--- config.mk ---
export PLATFORM = sky130hd
export DESIGN_NAME = vscroll_line_counter
export DESIGN_NICKNAME = d
export VERILOG_FILES = /design/src/rtl/vsc_pkg.sv /design/src/rtl/vsc_segment.sv /design/src/rtl/vsc_count.sv /design/src/rtl/vsc_phase.sv /design/src/rtl/vscroll_line_counter.sv
export SDC_FILE = /design/constraint.sdc
export NUM_CORES = 1
export LEC_CHECK = 0
export ABC_CLOCK_PERIOD_IN_PS = 1600
export BUFFER_PORTS_ARGS = -buffer_cell sky130_fd_sc_hd__buf_2
export CAP_MARGIN = 10
export CORE_MARGIN = 5
export CORE_UTILIZATION = 40
export CTS_BUF_LIST = sky130_fd_sc_hd__clkbuf_2
export CTS_CLUSTER_DIAMETER = 120
export DETAILED_ROUTE_END_ITERATION = 6
export GPL_ROUTABILITY_DRIVEN = 0
export PLACE_DENSITY_LB_ADDON = 0.08
export SYNTH_ARGS = -nofsm -noshare
export SYNTH_HDL_FRONTEND = slang
export SYNTH_SLANG_ARGS = --single-unit
--- constraint.sdc ---
create_clock -name clk -period 1.6 [get_ports clk]
set_input_delay 0.16 -clock clk [delete_from_list [all_inputs] [get_ports clk]]
set_output_delay 0.16 -clock clk [all_outputs]
set_load 0.03 [all_outputs]
--- src/rtl/vsc_pkg.sv ---
package vsc_pkg;
  localparam int unsigned CNT_W = 4;

  typedef enum logic [1:0] {
    SEG_PLAIN = 2'd0,
    SEG_HEAD  = 2'd1,
    SEG_BODY  = 2'd2,
    SEG_TAIL  = 2'd3
  } seg_e;
endpackage

--- src/rtl/vsc_segment.sv ---
// Classifies each load into plain/head/body/tail and supplies start and end values.
module vsc_segment
  import vsc_pkg::*;
#(
  parameter int unsigned CW = CNT_W
) (
  input  logic          clk,
  input  logic          rst_n,
  input  logic          load,
  input  logic          scroll_en,
  input  logic [CW-1:0] mode_last,
  input  logic [CW-1:0] vscroll,
  output logic [CW-1:0] start_val,
  output logic [CW-1:0] end_val
);
  logic          prev_en_q;
  seg_e          seg_q, seg_d;
  logic [CW-1:0] last_q;

  always_comb begin
    unique case ({prev_en_q, scroll_en})
      2'b01:   seg_d = SEG_HEAD;
      2'b11:   seg_d = SEG_BODY;
      2'b10:   seg_d = SEG_TAIL;
      default: seg_d = SEG_PLAIN;
    endcase
    // head lines start from the scroll register
    start_val = (seg_d == SEG_HEAD) ? vscroll : '0;
    // tail lines end on the live scroll register
    end_val   = (seg_q == SEG_TAIL) ? vscroll : last_q;
  end

  always_ff @(posedge clk) begin
    if (!rst_n) begin
      prev_en_q <= 1'b0;
      seg_q     <= SEG_PLAIN;
      last_q    <= '0;
    end else if (load) begin
      prev_en_q <= scroll_en;
      seg_q     <= seg_d;
      last_q    <= mode_last;
    end
  end
endmodule

--- src/rtl/vsc_count.sv ---
// Wrapping scanline counter with end compare.
module vsc_count
  import vsc_pkg::*;
#(
  parameter int unsigned CW = CNT_W
) (
  input  logic          clk,
  input  logic          rst_n,
  input  logic          load,
  input  logic          step,
  input  logic [CW-1:0] start_val,
  input  logic [CW-1:0] end_val,
  output logic [CW-1:0] cnt,
  output logic          hit
);
  localparam logic [CW-1:0] ONE = {{(CW-1){1'b0}}, 1'b1};

  assign hit = (cnt == end_val);

  always_ff @(posedge clk) begin
    if (!rst_n)
      cnt <= '0;
    else if (load)
      cnt <= start_val;
    else if (step && !hit)
      cnt <= cnt + ONE;  // wraps modulo 2**CW
  end
endmodule

--- src/rtl/vsc_phase.sv ---
// Request and first-scanline flags.
module vsc_phase (
  input  logic clk,
  input  logic rst_n,
  input  logic load,
  input  logic step,
  input  logic hit,
  output logic req,
  output logic first
);
  always_ff @(posedge clk) begin
    if (!rst_n) begin
      req   <= 1'b1;
      first <= 1'b0;
    end else if (load) begin
      req   <= 1'b0;
      first <= 1'b1;
    end else if (step) begin
      first <= 1'b0;
      if (hit) req <= 1'b1;
    end
  end
endmodule

--- src/rtl/vscroll_line_counter.sv ---
module vscroll_line_counter
  import vsc_pkg::*;
#(
  parameter int unsigned CW = CNT_W
) (
  input  logic          clk,
  input  logic          rst_n,
  input  logic          new_instr,
  input  logic          scroll_en,
  input  logic [CW-1:0] mode_last,
  input  logic [CW-1:0] vscroll,
  input  logic          eol,
  output logic [CW-1:0] line_cnt,
  output logic          fetch_next,
  output logic          fetch_data
);
  logic [CW-1:0] start_val, end_val;
  logic          hit, step;

  // load wins over eol; eol ignored while a request is pending
  assign step = eol && !new_instr && !fetch_next;

  vsc_segment #(.CW(CW)) u_seg (
    .clk(clk), .rst_n(rst_n), .load(new_instr), .scroll_en(scroll_en),
    .mode_last(mode_last), .vscroll(vscroll),
    .start_val(start_val), .end_val(end_val)
  );

  vsc_count #(.CW(CW)) u_cnt (
    .clk(clk), .rst_n(rst_n), .load(new_instr), .step(step),
    .start_val(start_val), .end_val(end_val), .cnt(line_cnt), .hit(hit)
  );

  vsc_phase u_phase (
    .clk(clk), .rst_n(rst_n), .load(new_instr), .step(step), .hit(hit),
    .req(fetch_next), .first(fetch_data)
  );
endmodule

Word level (Yosys, flattened, before mapping)
Cells that the tools add are included.
{ "word_totals": {"regBits": 13, "inputBits": 13, "elab_cells": 33} }
{ "classes": {"eq_ne": 6, "n_reduce_logical": 10, "muxes": 10, "n_addsub": 1} }
{ "ops": {"columns": ["operator", "n"], "rows": [
  ["2-to-1 mux 4 bit", 4],
  ["equality test 2 bit (second input constant)", 3],
  ["one-hot mux 2 bit (3 select lines)", 1],
  ["nonzero test 2 bit", 3],
  ["2-to-1 mux 1 bit", 5],
  ["adder 4 x 1 -> 4 bit (second input constant)", 1],
  ["equality test 2 x 1 -> 1 bit (second input constant)", 2],
  ["equality test 4 bit", 1],
  ["logical AND 1 bit", 3],
  ["zero test 1 bit", 3],
  ["AND reduction 2 bit", 1]
]} }

Longest topological paths before layout
{ "depth": {"word_depth": 7, "mapped_depth": 6, "depth_no_buf": 6} }

By module
From an unflattened synthesis, not the netlist that was laid out.
{ "unflattened": {"cells_unflattened": 74, "hier_area_um2": 772.0} }
{ "by_module_without_submodules": {"columns": ["module", "n_inst", "cells_each", "area_per_inst_um2"], "rows": [
  ["vsc_segment", 1, 39, 430.4],
  ["vsc_count", 1, 28, 265.3],
  ["vsc_phase", 1, 6, 63.8],
  ["vscroll_line_counter", 1, 1, 12.5]
]} }

Worst setup path before layout
Ideal clock, no wire load.
{ "synth_timing": {"path_type": "reg-to-reg", "from": "reg u_cnt.cnt[1]", "to": "reg u_cnt.cnt[3]", "t_arrival_ps": 1612, "setup_slack_ps": -132, "synth_period_minus_slack_ps": 1732, "required_ps": 1480, "stages_incl_launch_ff": 6, "cell_sequence": "dfxtp_1 and4b_1 a31o_1 or4_4 o221ai_2 a21boi_1"} }
{ "synth_between": {"elab_chain_len": 4} }
{ "synth_rtl": {"columns": ["element", "line", "rtl"], "rows": [
  ["start, declared", "vsc_count.sv:13", "output logic [CW-1:0] cnt,"],
  ["start signal, assigned", "vsc_count.sv:24", "cnt <= start_val;"],
  ["start signal, assigned", "vsc_count.sv:26", "cnt <= cnt + ONE;"],
  ["branches (longest 4 deep; another with adder 4 x 1 -> 4 bit)", null, null]
]} }
Parallel ways; which one is timed is not known. The select of a mux whose other input is x is not followed.
A chain may end at the register's enable or synchronous reset.

Worst setup path in the final report
{ "layout_timing": {"from": "reg u_cnt.cnt[2]", "to": "reg u_cnt.cnt[3]"} }
Same word-level chain as after synthesis.

==> flow_results.org <==
** Run status
- Outcome :: complete, but fails checks
- Failing checks :: setup timing

** Worst setup path
- The critical path goes through and4b_2, a31o_2, or4_4, o221ai_2, a21boi_1.
- Cell at the slowest stage of the critical path :: sky130_fd_sc_hd__or4_4
- STA classifies the critical path endpoint as a flop.
- Category of the worst setup path launch point :: flop
- Counting both buffers and inverters, the worst setup path holds a total of 0.
- Slowest stage delay, CP :: about 0.44 ns
- For the worst setup path, the data arrival time is around 1.8 ns.
- Worst R2R Path Depth :: 5
- In this run the critical register-to-register path is captured at u_cnt.cnt[3].
- For flop-to-flop paths, the worst setup slack is -0.04 ns.
- Cell class contributing the biggest share of worst-path delay :: simple AND/OR/NAND/NOR gates
- In this run the critical register-to-register path is launched from u_cnt.cnt[2].
- Worst path required time :: about 1.8 ns
- Worst setup path start :: u_cnt.cnt[2]
- Highest net fanout along the worst path :: 3
- Category of the most critical setup path :: flop to flop

** Global route
- For this run, global-route usage on met3 was measured as under 10%.
- In the global route stage, overall resource usage came out at 14.7%.
- Number of antenna violations at the first check in global routing :: 0
- Via count of the first global-routing pass :: slightly above 800
- Global routing met1 resource utilization :: a little under a fifth
- Global routing used a little under a quarter of the available met2 tracks.
- Wire length of the first global-routing pass :: between 3000 and 4000 microns
- Maximum number of pins on one net before global-route repair :: 23
- Most congested layer reported by global routing :: met2
- Summed over all layers, the global routing overflow is 0.

** Synthesis
- Share of synthesized area occupied by flip-flops and latches :: 29.8%
- Number of distinct library cells after synthesis :: 33
- In the synthesized netlist, the number of instances is slightly above 100.
- Count of flip-flops with a built-in enable after synthesis :: 0
- For this run, asynchronously set or reset flops after synthesis account for 0%.
- Ys Warns :: 0
- Netlist Area Pre-Place :: a little under 900 sq um
- Number of storage elements in the synthesis netlist :: 13
- The average instance in the mapped netlist occupies 8.65 sq um.
- Net Count, Synth :: between 100 and 150
- For this run, the leading register cell type out of synthesis is sky130_fd_sc_hd__dfxtp_1.

** Worst hold path
- Worst hold path type :: input pin to flop
- Hold Path Depth :: 3
- Launch instance of the worst min-delay path :: mode_last[3]
- For hold timing, the worst endpoint is u_seg.last_q[3].

** Power and ir drop
- Leak :: around 0.5 nW
- PD cells :: around 750 nW/um^2
- Max rail drop VDD :: ~0.49 mV
- Overall power consumption after layout is estimated at 0.000835 W.

** Place
- Area after detailed placement :: around 1000 sq um
- Detailed placement finished with a half-perimeter wire length of between 1500 and 2000 microns.
- During placement, the flow inserted port buffers numbering 18.

** Clock network
- Clock transition time at the flip-flop clock pins of the worst setup and hold paths :: 0.14 ns
- The clock net in this run drives a total of 13 sinks.
- Clock latency on the worst-skew pair, taken at its later pin, is about 0.29 ns.
- The tree is rooted in a sky130_fd_sc_hd__clkbuf_2.
- Maximum clock path buffer count :: 2
- Counting the buffers created by CTS gives 3.
- CTS built an H-tree with a depth of 1.
- TritonCTS built the clock tree.

** Floorplanning
- Starting Density :: 40.7%
- Core area :: 2150 sq um
- Boundary pin count :: 19
- Full die area :: around 3200 sq um
- Die extent in x :: between 50 and 60 microns
- Core Rows :: 17
- The floorplan step set the die height to ~57 microns.

** Timing
- Static timing analysis puts the maximum clock frequency at approximately 610 MHz.
- Hold Violations, Final :: 0
- Setup slack on the critical path of the routed design comes to -0.0379 ns.
- Clock skew on the completed layout was measured at approximately 0.013 ns.
- Worst slew margin relative to its limit :: 70.6%
- The worst path uses 102% of the clock period.
- Final Hold Slack :: approximately 0.12 ns
- Setup violations remaining at the end of the flow were counted as 3.
- The final count of pins violating max slew came to 0.
- Tmin final :: 1.64 ns
- Unrepaired setup endpoints after global routing :: true
- Setup total negative slack on the finished layout was measured at -0.0785 ns.
- For the pin with the worst max-slew slack, the measured transition is 0.441 ns.

** Routing
- Detail-routed via count per cell :: about 5.3
- Dividing the detail-routed wire length by the instance count gives 14.5 microns.
- Number of nets still failing antenna checks after routing :: 0
- Count of routing violations after the opening detailed-route iteration :: 10
- In the routed design, unresolved DRC markers number 0.
- The first TritonRoute pass finished after 4 iterations.
- For this block, the via count after detailed routing is 828.
- Total wire length :: about 2300 microns

** Cells and area
- Net count of the finished layout :: around 150
- Share of the core filled with cells :: roughly half
- Share of final-layout standard cells stronger than drive strength 1 :: 35.4%
- Synth-to-layout area growth :: 27.7%
- The number of antenna diodes in the final layout is 0.
- Cell area after layout :: about 1100 sq um

** Run
- Total of max-cap violations :: 0
[Yosys cell counts, types with 2 or more instances]
library cell | n | area share, %
sky130_fd_sc_hd__dfxtp_1 | 13 | 30
sky130_fd_sc_hd__nor2b_1 | 11 | 7.9
sky130_fd_sc_hd__mux2i_1 | 10 | 11
sky130_fd_sc_hd__o21ai_0 | 8 | 4.6
sky130_fd_sc_hd__nand2_1 | 7 | 3.0
sky130_fd_sc_hd__inv_1 | 6 | 2.6
sky130_fd_sc_hd__ha_1 | 5 | 7.2
sky130_fd_sc_hd__nand3_1 | 5 | 2.9
sky130_fd_sc_hd__nand2b_1 | 4 | 2.9
sky130_fd_sc_hd__xnor2_1 | 3 | 3.0
sky130_fd_sc_hd__a211oi_1 | 2 | 1.7
sky130_fd_sc_hd__and3_2 | 2 | 1.7
sky130_fd_sc_hd__nor2_1 | 2 | 0.86
sky130_fd_sc_hd__nor4_1 | 2 | 1.4
sky130_fd_sc_hd__o211ai_1 | 2 | 1.7
sky130_fd_sc_hd__o21ai_1 | 2 | 1.1
[layout by cell type, fill, tap and decap left out, drive strengths merged, types with 3 or more instances in the layout]
master,netlist,layout
nor2b,11,11
mux2i,10,10
xnor2,3,3
inv,6,6
clkbuf,1,4
dfxtp,13,13
o21ai,10,10
nand2,8,8
ha,5,5
buf,2,25
nand3,5,5
nand2b,4,4
[worst max-delay path by stage]
stage / slack, ns / end / depth (start not counted)
floorplan: -0.001 / u_cnt.cnt[2] / 5
global placement: -0.007 / u_cnt.cnt[2] / 5
detailed placement: -0.04 / u_cnt.cnt[2] / 5
CTS: -0.04 / u_cnt.cnt[3] / 5
global route: -0.13 / u_cnt.cnt[2] / 5
finish: -0.04 / u_cnt.cnt[3] / 5
[routing by layer]
| layer | wire length (microns) | part of all wire [%] |
|---|---|---|
| met5 | 0 | 0 |
| met2 | 1080 | 48 |
| met3 | 106 | 4.7 |
| met4 | 59 | 2.6 |
| met1 | 1010 | 45 |
[kinds of logic (layout without fill, tap and decap cells)]
| logic type | after synthesis | after routing | share of synthesized area [%] |
|---|---|---|---|
| xor+xnor | 3 | 3 | 3.01 |
| simple gates | 38 | 38 | 25.9 |
| buf+inv | 9 | 35 | 4.01 |
| fa+ha+maj | 5 | 5 | 7.16 |
| flops | 13 | 13 | 29.8 |
| mux | 11 | 11 | 12.8 |
| compound gates | 22 | 22 | 17.3 |
[tightest hold or removal path: cells and delay by family]
kind | cells | cell delay [ns]
buffers and inverters | 1 | 0.08
muxes | 1 | 0.06
and+or+nand+nor | 1 | 0.09
[metrics by stage]
stage	setup slack, ns	instances
finish	-0.0379	155
detailed placement	-0.0377	149
floorplan	-0.00129	101
CTS	-0.0408	154
global placement	-0.00720	149
global route	-0.126	155
[cell type report]
class                      instances  area, sq um
clock buffer                       4         20.0
fill                             220         1030
inverter                           6         22.5
multi-input combinational         79          621
sequential                        13          270
tap                               28         35.0
timing repair buffer              25          146
[state kept, by name, summed over array words and instances (netlist names)]
register and cells:
u_phase.req 1, u_cnt.cnt 4, u_seg.last_q 4, u_phase.first 1, u_seg.prev_en_q 1, u_seg.seg_q 2
[power by group]
part / internal, W / switching, W / total (W)
sequential: 0.000347 / 0.0000270 / 0.000374
clock: 0.0000662 / 0.000116 / 0.000182
combinational: 0.000124 / 0.000154 / 0.000278
total: 0.000538 / 0.000297 / 0.000835
[timing repair]
action,CTS,global route
setup endpoints to repair,4,5
hold buffers,0,0
buffers inserted,1,1
pin swaps,4,4
resized for setup,3,8
(Power assumes the default switching activity.)
